## config.mk

```make
export PLATFORM = sky130hd
export DESIGN_NAME = mbc_mapper
export DESIGN_NICKNAME = d
export VERILOG_FILES = /design/src/rtl/mbc_pkg.sv /design/src/rtl/mbc_bank_regs.sv /design/src/rtl/mbc_rom_map.sv /design/src/rtl/mbc_ram_map.sv /design/src/rtl/mbc_mapper.sv
export SDC_FILE = /design/constraint.sdc
export NUM_CORES = 1
export LEC_CHECK = 0
export ABC_AREA = 1
export BUFFER_PORTS_ARGS = -buffer_cell sky130_fd_sc_hd__buf_2
export CORE_ASPECT_RATIO = 1.1
export CORE_MARGIN = 2
export CORE_UTILIZATION = 40
export CTS_CLUSTER_DIAMETER = 200
export DETAILED_ROUTE_END_ITERATION = 16
export HOLD_SLACK_MARGIN = 0.02
export PLACE_DENSITY_LB_ADDON = 0.1
export RECOVER_POWER = 100
export SETUP_SLACK_MARGIN = 0.3
export SYNTH_ARGS = -nofsm -noshare
export SYNTH_HDL_FRONTEND = slang
export SYNTH_SLANG_ARGS = --single-unit
```

## constraint.sdc

```tcl
create_clock -name clk -period 2.19 [get_ports clk]
set_clock_uncertainty 0.15 [all_clocks]
set_input_delay 0.438 -clock clk [delete_from_list [all_inputs] [get_ports clk]]
set_output_delay 0.438 -clock clk [all_outputs]
set_load 0.01 [all_outputs]
```

## src/rtl/mbc_pkg.sv

```systemverilog
// Shared constants for the mapper controller.
// Assumes a 16-bit CPU address space with control writes in 0x0000-0x7FFF.
package mbc_pkg;
    typedef enum logic [2:0] {
        RGN_RAMEN = 3'd0,
        RGN_LOW   = 3'd1,
        RGN_UPPER = 3'd2,
        RGN_MODE  = 3'd3
    } wr_region_e;

    localparam logic [2:0] RAM_WINDOW   = 3'd5;
    localparam logic [7:0] RAM_ON_CODE  = 8'h0A;
    localparam logic [7:0] RAM_OFF_CODE = 8'h00;
    localparam int LOW_W       = 5;
    localparam int UP_W        = 2;
    localparam int RAW_W       = LOW_W + UP_W;
    localparam int STRIDE_STD  = 5;
    localparam int STRIDE_MC   = 4;
    localparam int ROM_SPAN_LG = 14;
    localparam int RAM_SPAN_LG = 13;
endpackage

```

## src/rtl/mbc_bank_regs.sv

```systemverilog
// Control-write decoder and bank-select registers.
// Assumes wr_en is a single-cycle strobe and multicart is static.
module mbc_bank_regs
    import mbc_pkg::*;
(
    input  logic             clk,
    input  logic             rst_n,
    input  logic             wr_en,
    input  logic [2:0]       wr_rgn,
    input  logic [7:0]       wr_data,
    input  logic             multicart,
    output logic             ram_en,
    output logic [LOW_W-1:0] low_q,
    output logic [UP_W-1:0]  up_q,
    output logic             mode_q
);
    logic [LOW_W-1:0] low_next;

    // Condition the low field: zero becomes one, then apply the stride width.
    always_comb begin
        low_next = wr_data[LOW_W-1:0];
        if (low_next == '0)
            low_next = LOW_W'(1);
        if (multicart)
            low_next[LOW_W-1] = 1'b0;
    end

    // Register update on decoded control writes.
    always_ff @(posedge clk) begin
        if (!rst_n) begin
            ram_en <= 1'b0;
            low_q  <= LOW_W'(1);
            up_q   <= '0;
            mode_q <= 1'b0;
        end else if (wr_en) begin
            case (wr_rgn)
                RGN_RAMEN: begin
                    if (wr_data == RAM_ON_CODE)
                        ram_en <= 1'b1;
                    else if (wr_data == RAM_OFF_CODE)
                        ram_en <= 1'b0;
                end
                RGN_LOW:   low_q  <= low_next;
                RGN_UPPER: up_q   <= wr_data[UP_W-1:0];
                RGN_MODE:  mode_q <= wr_data[0];
                default: ;
            endcase
        end
    end

    AST_LOW_NONZERO: assert property (@(posedge clk) disable iff (!rst_n)
        !multicart |-> (low_q != '0));
    AST_EN_KEEP: assert property (@(posedge clk) disable iff (!rst_n)
        (wr_en && wr_rgn == RGN_RAMEN && wr_data != RAM_ON_CODE && wr_data != RAM_OFF_CODE)
        |=> $stable(ram_en));
    AST_LOW_KEEP: assert property (@(posedge clk) disable iff (!rst_n)
        (wr_en && wr_rgn == RGN_UPPER) |=> $stable(low_q));
    AST_UP_KEEP: assert property (@(posedge clk) disable iff (!rst_n)
        (wr_en && wr_rgn == RGN_LOW) |=> $stable(up_q));
endmodule

```

## src/rtl/mbc_rom_map.sv

```systemverilog
// Forms the fixed and switchable ROM bank numbers and picks one per access.
// Assumes 1 <= rom_lg <= BANK_W and static configuration.
module mbc_rom_map
    import mbc_pkg::*;
#(
    parameter int BANK_W = 7
) (
    input  logic              clk,
    input  logic              rst_n,
    input  logic [LOW_W-1:0]  low,
    input  logic [UP_W-1:0]   up,
    input  logic              mode,
    input  logic              multicart,
    input  logic [2:0]        rom_lg,
    input  logic              hi_window,
    output logic [BANK_W-1:0] bank
);
    logic [RAW_W-1:0] up_shift, sw_raw, sw_masked, sw_fin, fix_fin, size_mask;
    logic             sw_over;

    // Place the upper field at the configured stride.
    always_comb begin
        up_shift = multicart ? (RAW_W'(up) << STRIDE_MC) : (RAW_W'(up) << STRIDE_STD);
        sw_raw   = up_shift | RAW_W'(low);
    end

    // Wrap by ROM size and substitute bank 1 for a wrapped zero.
    always_comb begin
        size_mask = (RAW_W'(1) << rom_lg) - RAW_W'(1);
        sw_over   = (sw_raw >> rom_lg) != '0;
        sw_masked = sw_raw & size_mask;
        sw_fin    = (sw_over && sw_masked == '0) ? RAW_W'(1) : sw_masked;
        fix_fin   = mode ? (up_shift & size_mask) : '0;
    end

    // Select the bank for the window being addressed.
    always_comb bank = hi_window ? BANK_W'(sw_fin) : BANK_W'(fix_fin);

    AST_SW_NONZERO: assert property (@(posedge clk) disable iff (!rst_n)
        !multicart |-> (sw_fin != '0));
    AST_SW_FITS: assert property (@(posedge clk) disable iff (!rst_n)
        (rom_lg != '0) |-> ((sw_fin >> rom_lg) == '0));
    AST_FIX_FITS: assert property (@(posedge clk) disable iff (!rst_n)
        (fix_fin >> rom_lg) == '0);
    AST_FIX_MODE0: assert property (@(posedge clk) disable iff (!rst_n)
        !mode |-> (fix_fin == '0));
endmodule

```

## src/rtl/mbc_ram_map.sv

```systemverilog
// Forms the RAM bank number from the upper field and mode bit.
// Assumes ram_lg <= RBANK_W and static configuration.
module mbc_ram_map
    import mbc_pkg::*;
#(
    parameter int RBANK_W = 2
) (
    input  logic               clk,
    input  logic               rst_n,
    input  logic [UP_W-1:0]    up,
    input  logic               mode,
    input  logic [1:0]         ram_lg,
    output logic [RBANK_W-1:0] rbank
);
    logic [UP_W-1:0] sel, mask, wrapped;

    // Pick the RAM bank by mode, then wrap by RAM size.
    always_comb begin
        sel     = mode ? up : '0;
        mask    = (UP_W'(1) << ram_lg) - UP_W'(1);
        wrapped = sel & mask;
        rbank   = RBANK_W'(wrapped);
    end

    AST_RB_FITS: assert property (@(posedge clk) disable iff (!rst_n)
        (ram_lg < 2'd2) |-> ((wrapped >> ram_lg) == '0));
    AST_RB_MODE0: assert property (@(posedge clk) disable iff (!rst_n)
        !mode |-> (rbank == '0));
endmodule

```

## src/rtl/mbc_mapper.sv

```systemverilog
// Top of the banked ROM/RAM mapper controller.
// Decodes control writes, holds the bank state and forms the physical addresses.
// Assumes the cfg_* inputs are static and cpu_we is a one-cycle strobe.
module mbc_mapper
    import mbc_pkg::*;
#(
    parameter int ROM_AW = 21,
    parameter int RAM_AW = 15
) (
    input  logic              clk,
    input  logic              rst_n,
    input  logic [15:0]       cpu_addr,
    input  logic [7:0]        cpu_wdata,
    input  logic              cpu_we,
    input  logic              cpu_cs,
    input  logic [2:0]        cfg_rom_lg,
    input  logic [1:0]        cfg_ram_lg,
    input  logic              cfg_multicart,
    output logic [ROM_AW-1:0] rom_addr,
    output logic [RAM_AW-1:0] ram_addr,
    output logic              ram_ce
);
    localparam int BANK_W  = ROM_AW - ROM_SPAN_LG;
    localparam int RBANK_W = RAM_AW - RAM_SPAN_LG;

    logic               ctl_wr, ram_en, mode_q;
    logic [LOW_W-1:0]   low_q;
    logic [UP_W-1:0]    up_q;
    logic [BANK_W-1:0]  rom_bank;
    logic [RBANK_W-1:0] ram_bank;

    // Control writes live only in the lower half of the address space.
    always_comb ctl_wr = cpu_we && !cpu_addr[15];

    mbc_bank_regs u_regs (
        .clk(clk), .rst_n(rst_n), .wr_en(ctl_wr), .wr_rgn(cpu_addr[15:13]),
        .wr_data(cpu_wdata), .multicart(cfg_multicart), .ram_en(ram_en),
        .low_q(low_q), .up_q(up_q), .mode_q(mode_q)
    );

    mbc_rom_map #(.BANK_W(BANK_W)) u_rom (
        .clk(clk), .rst_n(rst_n), .low(low_q), .up(up_q), .mode(mode_q),
        .multicart(cfg_multicart), .rom_lg(cfg_rom_lg), .hi_window(cpu_addr[14]),
        .bank(rom_bank)
    );

    mbc_ram_map #(.RBANK_W(RBANK_W)) u_ram (
        .clk(clk), .rst_n(rst_n), .up(up_q), .mode(mode_q), .ram_lg(cfg_ram_lg),
        .rbank(ram_bank)
    );

    // Join the bank numbers with the in-window offsets and gate the RAM.
    always_comb begin
        rom_addr = {rom_bank, cpu_addr[ROM_SPAN_LG-1:0]};
        ram_addr = {ram_bank, cpu_addr[RAM_SPAN_LG-1:0]};
        ram_ce   = ram_en && cpu_cs && (cpu_addr[15:13] == RAM_WINDOW);
    end

    AST_OFF_CLOSES: assert property (@(posedge clk) disable iff (!rst_n)
        (cpu_we && cpu_addr[15:13] == 3'd0 && cpu_wdata == RAM_OFF_CODE) |=> !ram_ce);
    AST_HI_WRITE_IGNORED: assert property (@(posedge clk) disable iff (!rst_n)
        (cpu_we && cpu_addr[15])
        |=> ($stable(low_q) && $stable(up_q) && $stable(mode_q) && $stable(ram_en)));
endmodule

```

Word-level counts from Yosys, hierarchy flattened
Index checks and enable logic that the tools add are counted.

Logic and storage cells: 42. Register bits after elaboration: 9. Input bits: 34.

Bitwise gates (word level): 4. Reduce and logical (&&, ||, !) cells: 15. Equal/unequal tests: 5. Multiplexer cells: 9. Shift operators: 3. Add/sub/neg operators: 2.

Operators with widths (count): $mux W7 (4); $and A7 B7 Y7 (2); $eq A8 B4 Y1 const B (1); $logic_not A8 Y1 (1); $logic_not A7 Y1 (1); $or A7 B5 Y7 (1); $reduce_bool A7 Y1 (1); $shl A1 B3 Y7 const A (1); $shr A7 B3 Y7 (1); $sub A7 B2 Y7 const B (1); $eq A3 B2 Y1 const B (2); $reduce_and A2 Y1 (3); $logic_not A5 Y1 (1); $mux W5 (1); $logic_and A1 B1 Y1 (4); $eq A3 B1 Y1 const B (1); $eq A3 B3 Y1 const B (1); $logic_not A3 Y1 (1); $mux W1 (3); $reduce_and A3 Y1 (1); $and A2 B2 Y2 (1); $mux W2 (1); $reduce_bool A2 Y1 (1); $shl A1 B2 Y2 const A (1); 2 further kinds (2).

Logic depth before layout (Yosys ltp)
Gate-level depths: netlist (run 1).

Depth in word-level cells: 7. Mapped depth: 12.

Modules after synthesis
From an unflattened synthesis (run 1), not the netlist that was laid out.

Cell total of the unflattened synthesis: 174. Area total of the unflattened synthesis: 1009.7 um2.

Modules (own cells, without submodules): mbc_bank_regs (cells an instance 64, times used 1, area an instance 426.7 um2, sequential area each 180.2 um2); mbc_rom_map (cells an instance 71, times used 1, area an instance 326.6 um2, sequential area each 0.0 um2); mbc_mapper (cells an instance 33, times used 1, area an instance 234.0 um2, sequential area each 0.0 um2); mbc_ram_map (cells an instance 6, times used 1, area an instance 22.5 um2, sequential area each 0.0 um2).

Worst setup path after synthesis (run 1)
Ideal clock, no wire load.

Kind: input to output. Start point: input port cfg_rom_lg[2]. End point: output port rom_addr[14]. Setup slack: 114 ps. Buffers on the path: 1. Stages on the path: 11. Arrival time: 1488 ps. Data required time: 1602 ps. Cells stage by stage: buf_6 -> nor2_4 -> nand2_2 -> ha_1 -> inv_1 -> a21oi_1 -> nand3_2 -> nand3_2 -> nor2_2 -> nand3_1 -> nand2_1.

Longest elaborated chain between the ends: 7.

Ends and longest elaborated chain: from (decl) (RTL line mbc_mapper.sv:16) `input logic [2:0] cfg_rom_lg,`; $shl A1 B3 Y7 (RTL line mbc_rom_map.sv:29) `size_mask = (RAW_W'(1) << rom_lg) - RAW_W'(1);`; $sub A7 B2 Y7 (RTL line mbc_rom_map.sv:29); $and A7 B7 Y7 (RTL line mbc_rom_map.sv:31) `sw_masked = sw_raw & size_mask;`; $logic_not A7 Y1 (RTL line mbc_rom_map.sv:32) `sw_fin = (sw_over && sw_masked == '0) ? RAW_W'(1) : sw_masked;`; $logic_and A1 B1 Y1 (RTL line mbc_rom_map.sv:32); $mux W7 (RTL line mbc_rom_map.sv:32); $mux W7 (*) (RTL line mbc_rom_map.sv:37) `always_comb bank = hi_window ? BANK_W'(sw_fin) : BANK_W'(fix_fin);`; to (decl) (RTL line mbc_mapper.sv:19) `output logic [ROM_AW-1:0] rom_addr,`.

Every way passes the cells marked *; elsewhere a longest branch is shown, timed or not.

Worst setup path in the final report (run 1)
Same ends and word-level chain as after synthesis.

==> results of run 1 <==
==> where the power goes <==
group	internal [mW]	switching, mW	total [mW]
logic	0.0633	0.0731	0.136
clock network	0.0702	0.0582	0.128
registers	0.169	0.00339	0.172
==> worst max-delay path, cell delays in order <==
cell and delay, ns:
buf_6 0.10, nor2_4 0.12, nand2_2 0.09, ha_4 0.18, inv_2 0.08, a21oi_1 0.08
nand2_2 0.10, nand3_2 0.07, nor2_2 0.10, nand3_1 0.08, nand2_2 0.08, buf_6 0.10
==> path summary, 6_finish.rpt <==
check	slack [ns]	cells past startpoint	from	end
hold / removal	0.29	2	rst_n	u_regs.low_q[0]
setup reg to reg	1.42	2	u_regs.low_q[4]	u_regs.low_q[4]
hold reg to reg	0.31	2	u_regs.ram_en	u_regs.ram_en
setup / recovery	0.0009	12	cfg_rom_lg[2]	rom_addr[14]
==> sequential cells by signal, summed over array words and instances, names as in the netlist <==
name / count
u_regs.up_q: 2
u_regs.ram_en: 1
u_regs.low_q: 5
u_regs.mode_q: 1
==> per-stage QoR <==
step                      setup TNS (ns)  cells  cell area (um2)
after global routing             -0.0707    208             1140
after floorplan                        0    159             1010
after CTS                              0    208             1140
after detailed placement         -0.0382    203             1060
after global placement          -0.00457    203             1060
final                                  0    208             1140
==> cell families after synthesis <==
logic type | share of synthesized area [%]
flip-flops | 18.5
buffers and inverters | 30.0
AO/OA/AOI/OAI | 13.1
adder cells (fa/ha/maj) | 1.28
AND/OR/NAND/NOR | 37.2
==> per-layer routing <==
| layer | up-vias | wire length [um] |
|---|---|---|
| li1 | 519 | - |
| met1 | 473 | 922 |
| met2 | 35 | 1220 |
| met3 | 2 | 144 |
| met4 | 0 | 4 |
| met5 | - | 0 |
==> cells in the final DEF, fill, tap and decap left out, types with 6 or more instances in the layout <==
cell and instances:
nor2_1 21, a21oi_1 8, clkbuf_1 8, o21ai_0 9, inv_1 13, nand3_1 8
nand2_1 28, dfxtp_1 8, buf_2 18, buf_4 11, nand2_2 6
==> layout make-up <==
type / instances / area [um2] / share of cell area [%]
clock buffers: 4 / 26.3 / 2.30
inverters: 18 / 67.6 / 5.92
multi-input cells: 103 / 548 / 48.0
well taps: 30 / 37.5 / 3.29
flip-flops and latches: 9 / 181 / 15.9
repair buffers: 44 / 280 / 24.6
==> timing repair <==
action,in CTS,in global routing
setup buffers,1,0
endpoints found under the setup margin,6,6
pin swaps,14,7
resized for setup,12,6
==> metrics.txt, run 1 <==
outcome complete, no violations; leading post-synthesis cells by cell area buf_4 (21%), dfxtp_1 (18%), nand2_1 (12%); Post-synth top flop dfxtp_1; vias in the first global route 975; Setup WS pre-CTS -0.0382 ns; Max Cap Viol 0; critical path capture point type output port; Seq/Total Area, Yosys 18.5%; Nets 214; Detailed Place HPWL 1.91 mm; via count 1029; power density cells 383 nW/um2; Worst Tran Pin Value 0.337 ns; Total Wirelength 2.29 mm; GRT busiest layer met2; CTS tree yes; initial drt markers 8; initial antenna violation count 0; met1 Resource Use GR 18.3%; final core occ 50.2%; largest net degree at the start of global routing 10; slew margin rel. 77.3%; RePlAce Congestion 0.776; syn avg cell area 6.14 um2; met2 Usage GRT 31.0%; ratio of cells with drive above 1 in the final layout 37.1%; I/O Buffers 31; H-tree Lvls 1; wire length of the first global-routing pass 3.86 mm; Detail Route Antenna Nets 0; grt met3 use 3.76%; period utilization 100%; worst hold slack 0.288 ns; Lkg Pwr 0.542 nW; Die H 55.8 um; startpoint types input port; worst skew pair latency 0.26 ns; core area 2270 um2; max-slew violation count 0; Initial Utilization 42.9%; count of cell types in the netlist 24; Syn Std Cell Area 976 um2; Total Routing Usage GR 16.8%; # rows 18; Async SR Flop Fraction 0%; DRC viols 0; syn nets 194; RSZ-0062 raised after global routing true; fmax 0.457 GHz; via density per instance 4.95; Die ar. 2850 um2; Synth area leader buf_4; clk sinks 9; Hold/Removal Path Class in2reg; synthesis-to-layout area growth 16.9%; Post-synth EDFFs 0; Final min period 2.19 ns; worst-path fanout max 4; grt ovf 0; final setup fails 0; ant diodes 0; Die X 51.1 um; drt wl/cell 11.0 um; CTS Buf Count 3; Tot Pwr 437 uW; Crit Path Class in2out; CTS max path bufs 2; Worst-path clk slew 0.06 ns; crit path DAT 1.60 ns; drt pass-1 iters 4; Yosys reg bits 9; most frequent cell after synthesis nand2_1; Final Hold Violating Endpoints 0; Post-synth top cells nand2_1 (32), buf_4 (27), nor2_1 (23); Yosys top cell area share 20.8%; # IOs 71; hold_buf cts 0; Final WS setup 0.000929 ns; Yosys warnings 0; Mapped Cells 159; Max IR drop VDD 0.000249 V; Filler cells 244; Critical Path RT 1.60 ns; Root Driver clkbuf_4
Power figures use the tool's default switching activity.
==> run 2: changes to the inputs <==
--- a/config.mk
+++ b/config.mk
@@ -6,10 +6,12 @@
 export NUM_CORES = 1
 export LEC_CHECK = 0
 export ABC_AREA = 1
+export ABC_CLOCK_PERIOD_IN_PS = 2190
 export BUFFER_PORTS_ARGS = -buffer_cell sky130_fd_sc_hd__buf_2
 export CORE_ASPECT_RATIO = 1.1
 export CORE_MARGIN = 2
-export CORE_UTILIZATION = 40
+export CORE_UTILIZATION = 42
+export CTS_BUF_LIST = sky130_fd_sc_hd__clkbuf_2 sky130_fd_sc_hd__clkbuf_4 sky130_fd_sc_hd__clkbuf_8
 export CTS_CLUSTER_DIAMETER = 200
 export DETAILED_ROUTE_END_ITERATION = 16
 export HOLD_SLACK_MARGIN = 0.02
==> run 2 against run 1 <==
Against the previous run:
- clock power rose by 9%
- setup slack better by 0.0047 ns
- register-to-register slack about the same
- sequential share of layout area down 0.43 points
- critical path type unchanged
==> metrics.txt, run 2 (same netlist as run 1, synthesis figures left out) <==
CP dominant cell by count nand2_2; worst hold slack 0.280 ns; Max Cap Viol 0; CTS tree yes; core area 2230 um2; worst-path fanout max 4; Final Non-Filler Cells 207; final setup fails 0; CTS max path bufs 2; crit path DAT 1.60 ns; I/O Buffers 31; clk sinks 9; Placed Cells incl. Taps 200; final instance area 1160 um2; H-tree Lvls 1; Die X 50.0 um; via count 1028; Root Driver clkbuf_4; Crit Path Class in2out; CTS Buf Count 3; # rows 18; Final WS setup 0.00564 ns; initial drt markers 17; Final min period 2.18 ns; Setup WS pre-CTS -0.0368 ns; outcome complete, no violations; commonest non-fill, non-tap cell in the layout nand2_1; buffer and inverter count on the worst path 2; synthesis-to-layout area growth 19.4%; Hold/Removal Path Class in2reg; largest net degree at the start of global routing 10; Final Hold Violating Endpoints 0; power density cells 390 nW/um2; RSZ-0062 raised after global routing true; drt pass-1 iters 5; Detailed Place HPWL 1.86 mm; fmax 0.458 GHz; worst path cell trace buf_6, nor2_4, nand2_2, ha_4, nand2_2, nand2_2, nand3_4, nand3_2, nor2_2, nand3_2, nand2_2, buf_6; drt wl/cell 11.3 um; Placed Area 1040 um2; setup TNS 0 ns; Lkg Pwr 0.569 nW; Total Routing Usage GR 17.5%; most frequent cells in the layout nand2_1 (28), buf_2 (26), nor2_1 (19); Critical Path RT 1.60 ns; DRC viols 0; period utilization 99.7%; via density per instance 4.97; CP max stage cell ha_4; initial antenna violation count 0; final core occ 52.2%; grt ovf 0; Reg with most FFs u_regs.low_q; Max IR drop VDD 0.000325 V; critical path capture point type output port; Detail Route Antenna Nets 0; Largest register FFs 5; Die ar. 2730 um2; Nets 213; Worst Tran Pin Value 0.276 ns; slew margin rel. 81.6%; # IOs 71; Worst-path clk slew 0.06 ns; Initial Utilization 43.8%; ant diodes 0; max-slew violation count 0; crit-path leading delay family simple AND/OR/NAND/NOR gates; worst skew pair latency 0.26 ns; ratio of cells with drive above 1 in the final layout 42.4%; wire length of the first global-routing pass 3.65 mm; Tot Pwr 454 uW; biggest regs u_regs.low_q x5, u_regs.up_q x2; crit-path max cell delay 0.19 ns; RePlAce Congestion 0.775; startpoint types input port; Die H 54.6 um; Total Wirelength 2.34 mm; vias in the first global route 902
[run 2: changes by cell type in the layout (fill, tap and decap cells not counted), sizes merged]
| cell | before | now |
|---|---|---|
| buf | 35 | 42 |
| clkbuf | 13 | 5 |
[run 2: timing repair]
action,in CTS,in global routing
gates resized for setup,12,9
pin swaps,8,8
endpoints found under the setup margin,6,6
gates cloned,0,0
setup buffers,3,0
hold buffers,0,0
[run 2: final timing paths]
check | from | endpoint | slack [ns] | depth (start not counted)
max reg2reg | u_regs.up_q[1] | u_regs.up_q[1] | 1.41 | 2
min reg2reg | u_regs.ram_en | u_regs.ram_en | 0.31 | 2
min | rst_n | u_regs.low_q[0] | 0.28 | 2
max | cfg_rom_lg[2] | rom_addr[14] | 0.006 | 12
[run 2: area by class of cell]
| cell class | instances | area, um2 |
|---|---|---|
| fillers | 227 | 1060 |
| clock buffers | 4 | 30.0 |
| repair buffers | 43 | 277 |
| flip-flops and latches | 9 | 180 |
| well taps | 30 | 37.5 |
| multi-input cells | 103 | 571 |
| inverters | 18 | 70.1 |
[run 2: report_power, final]
| part | total (mW) | internal (mW) | switching, mW |
|---|---|---|---|
| registers | 0.172 | 0.169 | 0.00346 |
| clock network | 0.140 | 0.0826 | 0.0576 |
| logic | 0.141 | 0.0637 | 0.0776 |
| total | 0.454 | 0.315 | 0.139 |
[run 2: metal layers]
layer  vias to the layer above  track usage (%)  part of all wire (%)
li1                        519                -                     -
met1                       453             18.8                    39
met2                        47             33.1                    52
met3                         9             2.73                   6.8
met4                         0             10.6                   2.4
met5                         -                0                     0
